[src/rtl/sdram_init_pkg.sv]
package sdram_init_pkg;

  // command pin encoding {cs_n, ras_n, cas_n, we_n}
  typedef enum logic [3:0] {
    CMD_MRS = 4'b0000,
    CMD_REF = 4'b0001,
    CMD_PRE = 4'b0010,
    CMD_NOP = 4'b0111
  } cmd_e;

  typedef enum logic [2:0] {
    ST_SETTLE,
    ST_PRE,
    ST_TRP,
    ST_REF,
    ST_TRC,
    ST_MRS,
    ST_TMRD,
    ST_DONE
  } state_e;

  function automatic int max_of4(input int a, input int b, input int c, input int d);
    int m;
    m = a;
    if (b > m) m = b;
    if (c > m) m = c;
    if (d > m) m = d;
    return m;
  endfunction

  function automatic int bits_for(input int v);
    int w;
    w = $clog2(v + 1);
    return (w < 1) ? 1 : w;
  endfunction

endpackage

[src/rtl/sdram_init_timer.sv]
module sdram_init_timer #(
  parameter int CNT_W   = 16,
  parameter int RST_VAL = 1
) (
  input  logic             clk,
  input  logic             rst_n,
  input  logic             load,
  input  logic [CNT_W-1:0] load_val,
  input  logic             run,
  output logic             expire
);
  logic [CNT_W-1:0] cnt;

  always_ff @(posedge clk or negedge rst_n) begin
    if (!rst_n) begin
      cnt <= CNT_W'(RST_VAL);
    end else if (load) begin
      cnt <= load_val;
    end else if (run && cnt != '0) begin
      cnt <= cnt - 1'b1;
    end
  end

  // last cycle of a wait
  assign expire = run && (cnt == CNT_W'(1));
endmodule

[src/rtl/sdram_init_refcnt.sv]
module sdram_init_refcnt #(
  parameter int N_REF = 8,
  parameter int REF_W = 4
) (
  input  logic clk,
  input  logic rst_n,
  input  logic bump,
  output logic last
);
  logic [REF_W-1:0] cnt;

  always_ff @(posedge clk or negedge rst_n) begin
    if (!rst_n) cnt <= '0;
    else if (bump && cnt != REF_W'(N_REF)) cnt <= cnt + 1'b1;
  end

  assign last = (cnt == REF_W'(N_REF));
endmodule

[src/rtl/sdram_init_fsm.sv]
module sdram_init_fsm
  import sdram_init_pkg::*;
#(
  parameter int CNT_W = 16,
  parameter int T_RP  = 3,
  parameter int T_RC  = 7,
  parameter int T_MRD = 2
) (
  input  logic             clk,
  input  logic             rst_n,
  input  logic             expire,
  input  logic             last_ref,
  output state_e           state,
  output logic             load,
  output logic [CNT_W-1:0] load_val,
  output logic             run,
  output logic             bump
);
  state_e nxt;

  always_ff @(posedge clk or negedge rst_n) begin
    if (!rst_n) state <= ST_SETTLE;
    else        state <= nxt;
  end

  always_comb begin
    nxt      = state;
    load     = 1'b0;
    load_val = '0;
    run      = 1'b0;
    bump     = 1'b0;
    case (state)
      ST_SETTLE: begin
        run = 1'b1;
        if (expire) nxt = ST_PRE;
      end
      ST_PRE: begin
        load     = 1'b1;
        load_val = CNT_W'(T_RP - 1);
        nxt      = ST_TRP;
      end
      ST_TRP: begin
        run = 1'b1;
        if (expire) nxt = ST_REF;
      end
      ST_REF: begin
        bump     = 1'b1;
        load     = 1'b1;
        load_val = CNT_W'(T_RC - 1);
        nxt      = ST_TRC;
      end
      ST_TRC: begin
        run = 1'b1;
        if (expire) nxt = last_ref ? ST_MRS : ST_REF;
      end
      ST_MRS: begin
        load     = 1'b1;
        load_val = CNT_W'(T_MRD - 1);
        nxt      = ST_TMRD;
      end
      ST_TMRD: begin
        run = 1'b1;
        if (expire) nxt = ST_DONE;
      end
      default: nxt = ST_DONE;
    endcase
  end
endmodule

[src/rtl/sdram_init_drive.sv]
module sdram_init_drive
  import sdram_init_pkg::*;
#(
  parameter int ADDR_W = 13,
  parameter int BA_W   = 2,
  parameter int AP_BIT = 10
) (
  input  state_e            state,
  input  logic [ADDR_W-1:0] mode_val,
  output logic [3:0]        pins,
  output logic [ADDR_W-1:0] addr,
  output logic [BA_W-1:0]   ba
);
  localparam logic [ADDR_W-1:0] ALL_BANKS = ADDR_W'(1) << AP_BIT;

  always_comb begin
    pins = CMD_NOP;
    addr = '0;
    ba   = '0;
    case (state)
      ST_PRE: begin pins = CMD_PRE; addr = ALL_BANKS; end
      ST_REF: pins = CMD_REF;
      ST_MRS: begin pins = CMD_MRS; addr = mode_val; end
      default: pins = CMD_NOP;
    endcase
  end
endmodule

[src/rtl/sdram_init_seq.sv]
module sdram_init_seq
  import sdram_init_pkg::*;
#(
  parameter int ADDR_W   = 13,
  parameter int BA_W     = 2,
  parameter int AP_BIT   = 10,
  parameter int T_SETTLE = 20000,
  parameter int T_RP     = 3,
  parameter int T_RC     = 7,
  parameter int T_MRD    = 2,
  parameter int N_REF    = 8
) (
  input  logic              clk,
  input  logic              rst_n,
  input  logic [ADDR_W-1:0] mode_val,
  output logic              cmd_cs_n,
  output logic              cmd_ras_n,
  output logic              cmd_cas_n,
  output logic              cmd_we_n,
  output logic [ADDR_W-1:0] addr,
  output logic [BA_W-1:0]   ba,
  output logic              cke,
  output logic              dqm,
  output logic              init_done
);
  localparam int CNT_W = bits_for(max_of4(T_SETTLE, T_RP, T_RC, T_MRD));
  localparam int REF_W = bits_for(N_REF);

  state_e           state;
  logic             load, run, bump;
  logic [CNT_W-1:0] load_val;
  logic [3:0]       pins;

  // named events for the checker
  logic ev_expire;
  logic ev_last_ref;

  sdram_init_timer #(.CNT_W(CNT_W), .RST_VAL(T_SETTLE)) u_timer (
    .clk(clk), .rst_n(rst_n), .load(load), .load_val(load_val),
    .run(run), .expire(ev_expire)
  );

  sdram_init_refcnt #(.N_REF(N_REF), .REF_W(REF_W)) u_refcnt (
    .clk(clk), .rst_n(rst_n), .bump(bump), .last(ev_last_ref)
  );

  sdram_init_fsm #(.CNT_W(CNT_W), .T_RP(T_RP), .T_RC(T_RC), .T_MRD(T_MRD)) u_fsm (
    .clk(clk), .rst_n(rst_n), .expire(ev_expire), .last_ref(ev_last_ref),
    .state(state), .load(load), .load_val(load_val), .run(run), .bump(bump)
  );

  sdram_init_drive #(.ADDR_W(ADDR_W), .BA_W(BA_W), .AP_BIT(AP_BIT)) u_drive (
    .state(state), .mode_val(mode_val), .pins(pins), .addr(addr), .ba(ba)
  );

  assign {cmd_cs_n, cmd_ras_n, cmd_cas_n, cmd_we_n} = pins;
  assign cke       = 1'b1;
  assign dqm       = 1'b1;
  assign init_done = (state == ST_DONE);
endmodule

[config.mk]
export PLATFORM = sky130hd
export DESIGN_NAME = sdram_init_seq
export DESIGN_NICKNAME = d
export VERILOG_FILES = /design/src/rtl/sdram_init_pkg.sv /design/src/rtl/sdram_init_timer.sv /design/src/rtl/sdram_init_refcnt.sv /design/src/rtl/sdram_init_fsm.sv /design/src/rtl/sdram_init_drive.sv /design/src/rtl/sdram_init_seq.sv
export SDC_FILE = /design/constraint.sdc
export NUM_CORES = 1
export LEC_CHECK = 0
export BUFFER_PORTS_ARGS = -buffer_cell sky130_fd_sc_hd__buf_2
export CORE_MARGIN = 2
export CORE_UTILIZATION = 30
export CTS_BUF_LIST = sky130_fd_sc_hd__clkbuf_4 sky130_fd_sc_hd__clkbuf_8
export CTS_CLUSTER_DIAMETER = 80
export DETAILED_ROUTE_END_ITERATION = 10
export HOLD_SLACK_MARGIN = 0.05
export SLEW_MARGIN = 20
export SYNTH_ARGS = -nofsm -noshare
export SYNTH_HDL_FRONTEND = slang
export SYNTH_SLANG_ARGS = --single-unit
[constraint.sdc]
create_clock -name clk -period 2.5 [get_ports clk]
set_input_delay 0.125 -clock clk [delete_from_list [all_inputs] [get_ports clk]]
set_output_delay 0.125 -clock clk [all_outputs]
set_load 0.02 [all_outputs]
==> results of run 1 <==
==> cells by family (layout without fill, tap and decap cells) <==
kind of cell | Yosys count | in the layout
xor+xnor | 4 | 4
simple gates | 69 | 69
other cells | 2 | 5
fa+ha+maj | 4 | 4
buf+inv | 20 | 45
mux | 4 | 4
compound gates | 26 | 26
flops | 22 | 22
==> critical path: cells and delay by family, from the launching register on <==
kind / cells / cell delay, ns
and+or+nand+nor: 2 / 0.95
buffers and inverters: 1 / 0.11
adders and majority gates: 1 / 0.22
DFF: 1 / 0.42
AOI/OAI and AO/OA: 2 / 0.30
==> report_power, final <==
group	switching (mW)	total, mW	internal (mW)
Combinational	0.0156	0.0243	0.00871
Clock	0.112	0.236	0.125
Sequential	0	0.356	0.356
Total	0.127	0.617	0.489
==> layout make-up <==
type | instances | area share, %
Multi-Input combinational cell | 112 | 46.86
Sequential cell | 22 | 33.64
Timing Repair Buffer | 34 | 10.88
Tap cell | 54 | 4.082
Clock buffer | 4 | 2.948
Inverter | 7 | 1.587
==> path summary, 6_finish.rpt <==
check                                  endpoint       startpoint  slack, ns  depth (start not counted)
worst max-delay path            u_timer.cnt[12]   u_timer.cnt[0]       0.38                          6
worst max register to register  u_timer.cnt[12]   u_timer.cnt[0]       0.38                          6
worst min-delay path             u_timer.cnt[1]            rst_n       0.37                          2
max in group asynchronous       u_timer.cnt[14]            rst_n       1.77                          2
worst min register to register  u_refcnt.cnt[3]  u_refcnt.cnt[3]       0.48                          1
min in group clk                u_refcnt.cnt[3]  u_refcnt.cnt[3]       0.48                          1
==> cells in the mapped netlist (2+ instances only) <==
master	number	area, um^2
nor4_1	2	12.51
nand3b_1	2	15.01
conb_1	2	7.510
o31ai_1	4	30.03
nor4_4	2	42.54
nor2_1	7	26.28
and3_1	3	18.77
nor3_1	3	15.01
nand4_1	2	12.51
nor3b_1	3	22.52
a21oi_1	9	45.04
ha_1	4	50.05
or2_2	2	12.51
nand4b_1	3	26.28
or3_1	2	12.51
o211ai_1	2	15.01
and2_1	13	81.33
dfstp_2	5	131.4
nand2_1	13	48.80
xnor2_1	3	26.28
dfrtp_1	17	425.4
or4_1	2	15.01
clkbuf_1	6	22.52
or4b_1	3	30.03
o21ai_0	3	15.01
nand3_1	3	15.01
inv_1	6	22.52
buf_4	5	37.54
mux2i_1	4	40.04
==> state kept, by name, summed over array words and instances (netlist names) <==
register,count
u_timer.cnt,15
u_fsm.state,3
u_refcnt.cnt,4
==> layer usage <==
layer / wire length, um / track usage, % / vias up
li1: - / - / 588
met1: 1380 / 16.42 / 546
met2: 1352 / 17.68 / 8
met3: 23 / 1.381 / 4
met4: 61 / 6.173 / 0
met5: 0 / 0 / -
==> metrics by stage <==
step	cells	setup WS, ns	total power [mW]	utilization [%]	cell area [um^2]
final	233	0.3750	0.6165	35.52	1655
after global routing	233	0.1945	0.6413	35.52	1655
after CTS	233	0.3672	0.6271	35.52	1655
after detailed placement	228	0.3907	0.3863	34.26	1597
after global placement	228	0.4464	0.3861	34.26	1597
after floorplan	154	0.5204	0.3757	-	1434
==> metrics.txt, run 1 <==
Post-Syn Area per Cell 9.421 um^2; row count 25; routed wire length 2817 um; Post-Synth Simple-Gate Area 31.75%; cell area after synthesis 1423 um^2; sequential share of the synthesized area 39.14%; #FFs+latches synth 22; pin count of the biggest net entering global routing 23; f_max 470.6 MHz; status finished, final reports clean; clock skew 0.005693 ns; via count 1146; VDD IR max 0.2484 mV; most common cell after layout, fill and taps aside buf_2; adder-cell share of the synthesized area 3.518%; CTS sink count 22; die height 72.86 um; detailed router's first-iteration violation count 51; drt pass-1 iters 4; proportion of synthesized area in mux cells 2.814%; first-pass GRT wire length 4926 um; CTS-repair resized insts 0; final hold vios 0; Clock Path Buffers 2; crit path DAT 2.26 ns; Tcrit/Tclk final 85.00%; Ys Warns 0; Clock transition at path regs 0.08 ns; unrepaired setup endpoints after global routing false; Hold WC Path Type primary input to async pin; Area growth, synth to finish 16.36%; DIE AREA 5309 um^2; initial antenna violation count 0; Routed WL per cell 12.09 um; Hold WS 0.3700 ns; storage element area 556.8 um^2; initial core utilization 30.52%; max-capacitance violation count 0; Final Critical Period 2.125 ns; largest family of logic cells by synthesized area simple AND/OR/NAND/NOR gates; vias in the first global route 1074; TritonCTS Buffers 3; synth unique cells 45; gr ovfl total 0; clk_lat worst skew 0.26 ns; Setup Crit Path Kind flop to flop; Critical Path Source Type flop; Slew headroom 65.44%; root buf cell clkbuf_8; Final TNS setup 0 ns; area of the multi-input gates 775.7 um^2; Via-to-Cell Ratio 4.918; slowest cell on the critical path or4b_1; CTS tree done; WP data required 2.64 ns; Crit Path Max Fanout 7; LEAKAGE 0.8512 nW; gr usage total 11.72%; Post-DP HPWL 2094 um; layout cells sized above 1 29.05%; Synth Area in XOR/XNOR 2.463%; complex-gate fraction of the synthesized area 12.66%; Remaining DRCs 0; Top Ports 37; CP Cell Sequence inv_1 -> ha_1 -> or4b_1 -> or3_4 -> o31ai_1 -> a21oi_1; GPL Wtd Cong 0.7697; Power Dens Cells 372.4 nW/um^2; critical path's largest stage delay 0.57 ns; Worst setup EP type flop; Slew Limit Fails 0; Setup violations, final 0; Die X 72.86 um; Post-Syn Instances 151; post-CTS setup repair buffer count 0; most frequent cells in the layout buf_2, dfrtp_1, and2_1, nand2_1, a21oi_1; Most used DFF post-synth dfrtp_1; Async S/R FF share, synth 100.0%; Antenna Nets Post-Route 0; Buffers on Ports 31; Final nets 199; n_diodes 0; H-tree Lvls 1; Least-Margin Pin Slew 0.5173 ns; Core ar. 4661 um^2; fill cell total of the finished layout 502; hold buffers post-CTS 1; Post-synth EDFFs 0
No activity file was read; power rests on OpenSTA's default activity.
==> inputs of run 2 (changes only) <==
Settings changed: ABC_AREA set to 1.
Clock period 2.5 ns to 2 ns, I/O delays scaled along.
==> run 2 against run 1 <==
- utilization is 1.7 points higher
- final area is 7.5% higher
- wire length is 14% higher
- non-clock buffer count is 1 lower
- critical path depth is 4 higher
- combinational power is 46% higher
- via count is 22% higher
- count of clock-buffer cells in the layout stayed put
- flip-flop and latch count stayed put
- synthesized cell count is 48% higher
- critical path type unchanged
- critical endpoint is now u_timer.cnt[5]
- largest cell class unchanged
==> metrics.txt, run 2 <==
Post-DP HPWL 2448 um; gr ovfl total 0; layout cells sized above 1 21.48%; Crit Path Max Fanout 11; clk_lat worst skew 0.26 ns; Post-synth top cells nand2_1, nor2_1, inv_1; max-capacitance violation count 0; Routed WL per cell 9.969 um; CP dominant cell by count nand2_1; vias in the first global route 1337; detailed router's first-iteration violation count 113; slowest cell on the critical path dfrtp_1; unrepaired setup endpoints after global routing false; n_diodes 0; Ys Warns 0; Placed Instance Area 1714 um^2; Hold WC Path Type primary input to async pin; GPL Wtd Cong 0.8688; gr usage total 13.12%; DIE AREA 5627 um^2; initial antenna violation count 0; max reg flops 15; final hold vios 0; Post-Syn Area per Cell 6.753 um^2; H-tree Lvls 1; initial core utilization 31.61%; crit path DAT 1.99 ns; CTS sink count 22; CP Cell Sequence inv_1 -> ha_2 -> nand2_2 -> nor2_4 -> nand2_1 -> nand2_2 -> nand2_4 -> inv_2 -> nand2_1 -> nand2_1; Most used DFF post-synth dfrtp_1; WP data required 2.21 ns; most common cell after layout, fill and taps aside nand2_1; Setup Crit Path Kind flop to flop; fill cell total of the finished layout 504; f_max 562.2 MHz; most frequent cells in the layout nand2_1, nor2_1, buf_2, inv_1, dfrtp_1; Synth area leader dfrtp_1; first-pass GRT wire length 5809 um; Setup violations, final 0; Post-Syn Instances 224; Buffers & Inverters on Critical Path 2; VDD IR max 0.2651 mV; Die X 75.01 um; Final TNS setup 0 ns; critical path's largest stage delay 0.43 ns; die height 75.01 um; Clock Path Buffers 2; LEAKAGE 1.027 nW; via count 1399; CP delay by family, top simple AND/OR/NAND/NOR gates; Slew headroom 66.61%; Tcrit/Tclk final 88.94%; Least-Margin Pin Slew 0.5008 ns; routed wire length 3220 um; Top Ports 37; sequential share of the synthesized area 36.81%; drt pass-1 iters 4; Area growth, synth to finish 17.62%; synth unique cells 26; Power Dens Cells 441.1 nW/um^2; Post-synth EDFFs 0; Core ar. 4786 um^2; Via-to-Cell Ratio 4.331; Final Instance Area 1779 um^2; Critical Path Source Type flop; Yosys top cell area share 28.12%; Final nets 276; Placed Instances 318; row count 25; total power 784.9 uW; Remaining DRCs 0; count leader, synth nand2_1; Async S/R FF share, synth 100.0%; Slew Limit Fails 0; clock skew 0.001967 ns; cells taking the most area after synthesis dfrtp_1, nand2_1, nor2_1, dfstp_2, inv_1; TritonCTS Buffers 3; Final Critical Period 1.779 ns; pin count of the biggest net entering global routing 23; largest registers u_timer.cnt x15, u_refcnt.cnt x4, u_fsm.state x3; #FFs+latches synth 22; post-CTS setup repair buffer count 0; root buf cell clkbuf_8; Worst setup EP type flop; fin cells 323; CTS tree done; Antenna Nets Post-Route 0; cell area after synthesis 1513 um^2; register with the most flip-flops u_timer.cnt; status finished, final reports clean; Clock transition at path regs 0.08 ns; Buffers on Ports 31
run 2: layout make-up:
type,instances,area (um^2),area share (%)
Timing Repair Buffer,33,172.7,9.705
Inverter,33,123.9,6.962
Tap cell,67,83.83,4.712
Multi-Input combinational cell,164,793.3,44.59
Sequential cell,22,556.8,31.29
Clock buffer,4,48.80,2.743
run 2: final timing paths:
kind / from / to / slack, ns / cells past startpoint
setup / recovery: u_timer.cnt[0] / u_timer.cnt[5] / 0.22 / 10
hold / removal: rst_n / u_timer.cnt[13] / 0.33 / 2
setup reg to reg: u_timer.cnt[0] / u_timer.cnt[5] / 0.22 / 10
hold reg to reg: u_timer.cnt[14] / u_timer.cnt[14] / 0.47 / 2
max in group asynchronous: rst_n / u_timer.cnt[14] / 1.31 / 2
min in group clk: u_timer.cnt[14] / u_timer.cnt[14] / 0.47 / 2
run 2: what timing repair did:
item / CTS / global route
setup endpoints to repair: 0 / 8
hold buffers: 1 / 0
hold endpoints to repair: 17 / 0
gates resized for setup: 0 / 2
run 2: layer usage:
layer  vias up  track usage (%)  wire length (um)
li1        747                -                 -
met1       605            19.72              1706
met2        45            20.08              1324
met3         2            2.811               181
met4         0            1.190                 8
met5         -                0                 0
run 2: kinds of logic (layout without fill, tap and decap cells):
| logic type | after synthesis | after routing | share of synthesized area [%] |
|---|---|---|---|
| xor+xnor | 7 | 7 | 4.053 |
| simple gates | 130 | 130 | 36.56 |
| compound gates | 18 | 18 | 6.865 |
| flops | 22 | 22 | 36.81 |
| other cells | 2 | 5 | 0.4965 |
| fa+ha+maj | 4 | 4 | 3.309 |
| buf+inv | 41 | 70 | 11.91 |
run 2: report_power, final:
group	total (mW)	leakage [nW]	internal, mW	switching (mW)
clock	0.305	0.0262	0.156	0.149
sequential	0.445	0.289	0.445	0
combinational	0.0354	0.712	0.0124	0.0229
run 2: metrics by stage:
stage	hold WS (ns)	setup WS [ns]	utilization, %
floorplan	-0.1956	0.4238	-
global placement	0.1009	0.1523	35.82
detailed placement	0.1067	0.03610	35.82
CTS	0.3526	0.03141	37.05
global route	0.3809	0.04962	37.18
finish	0.3298	0.2213	37.18
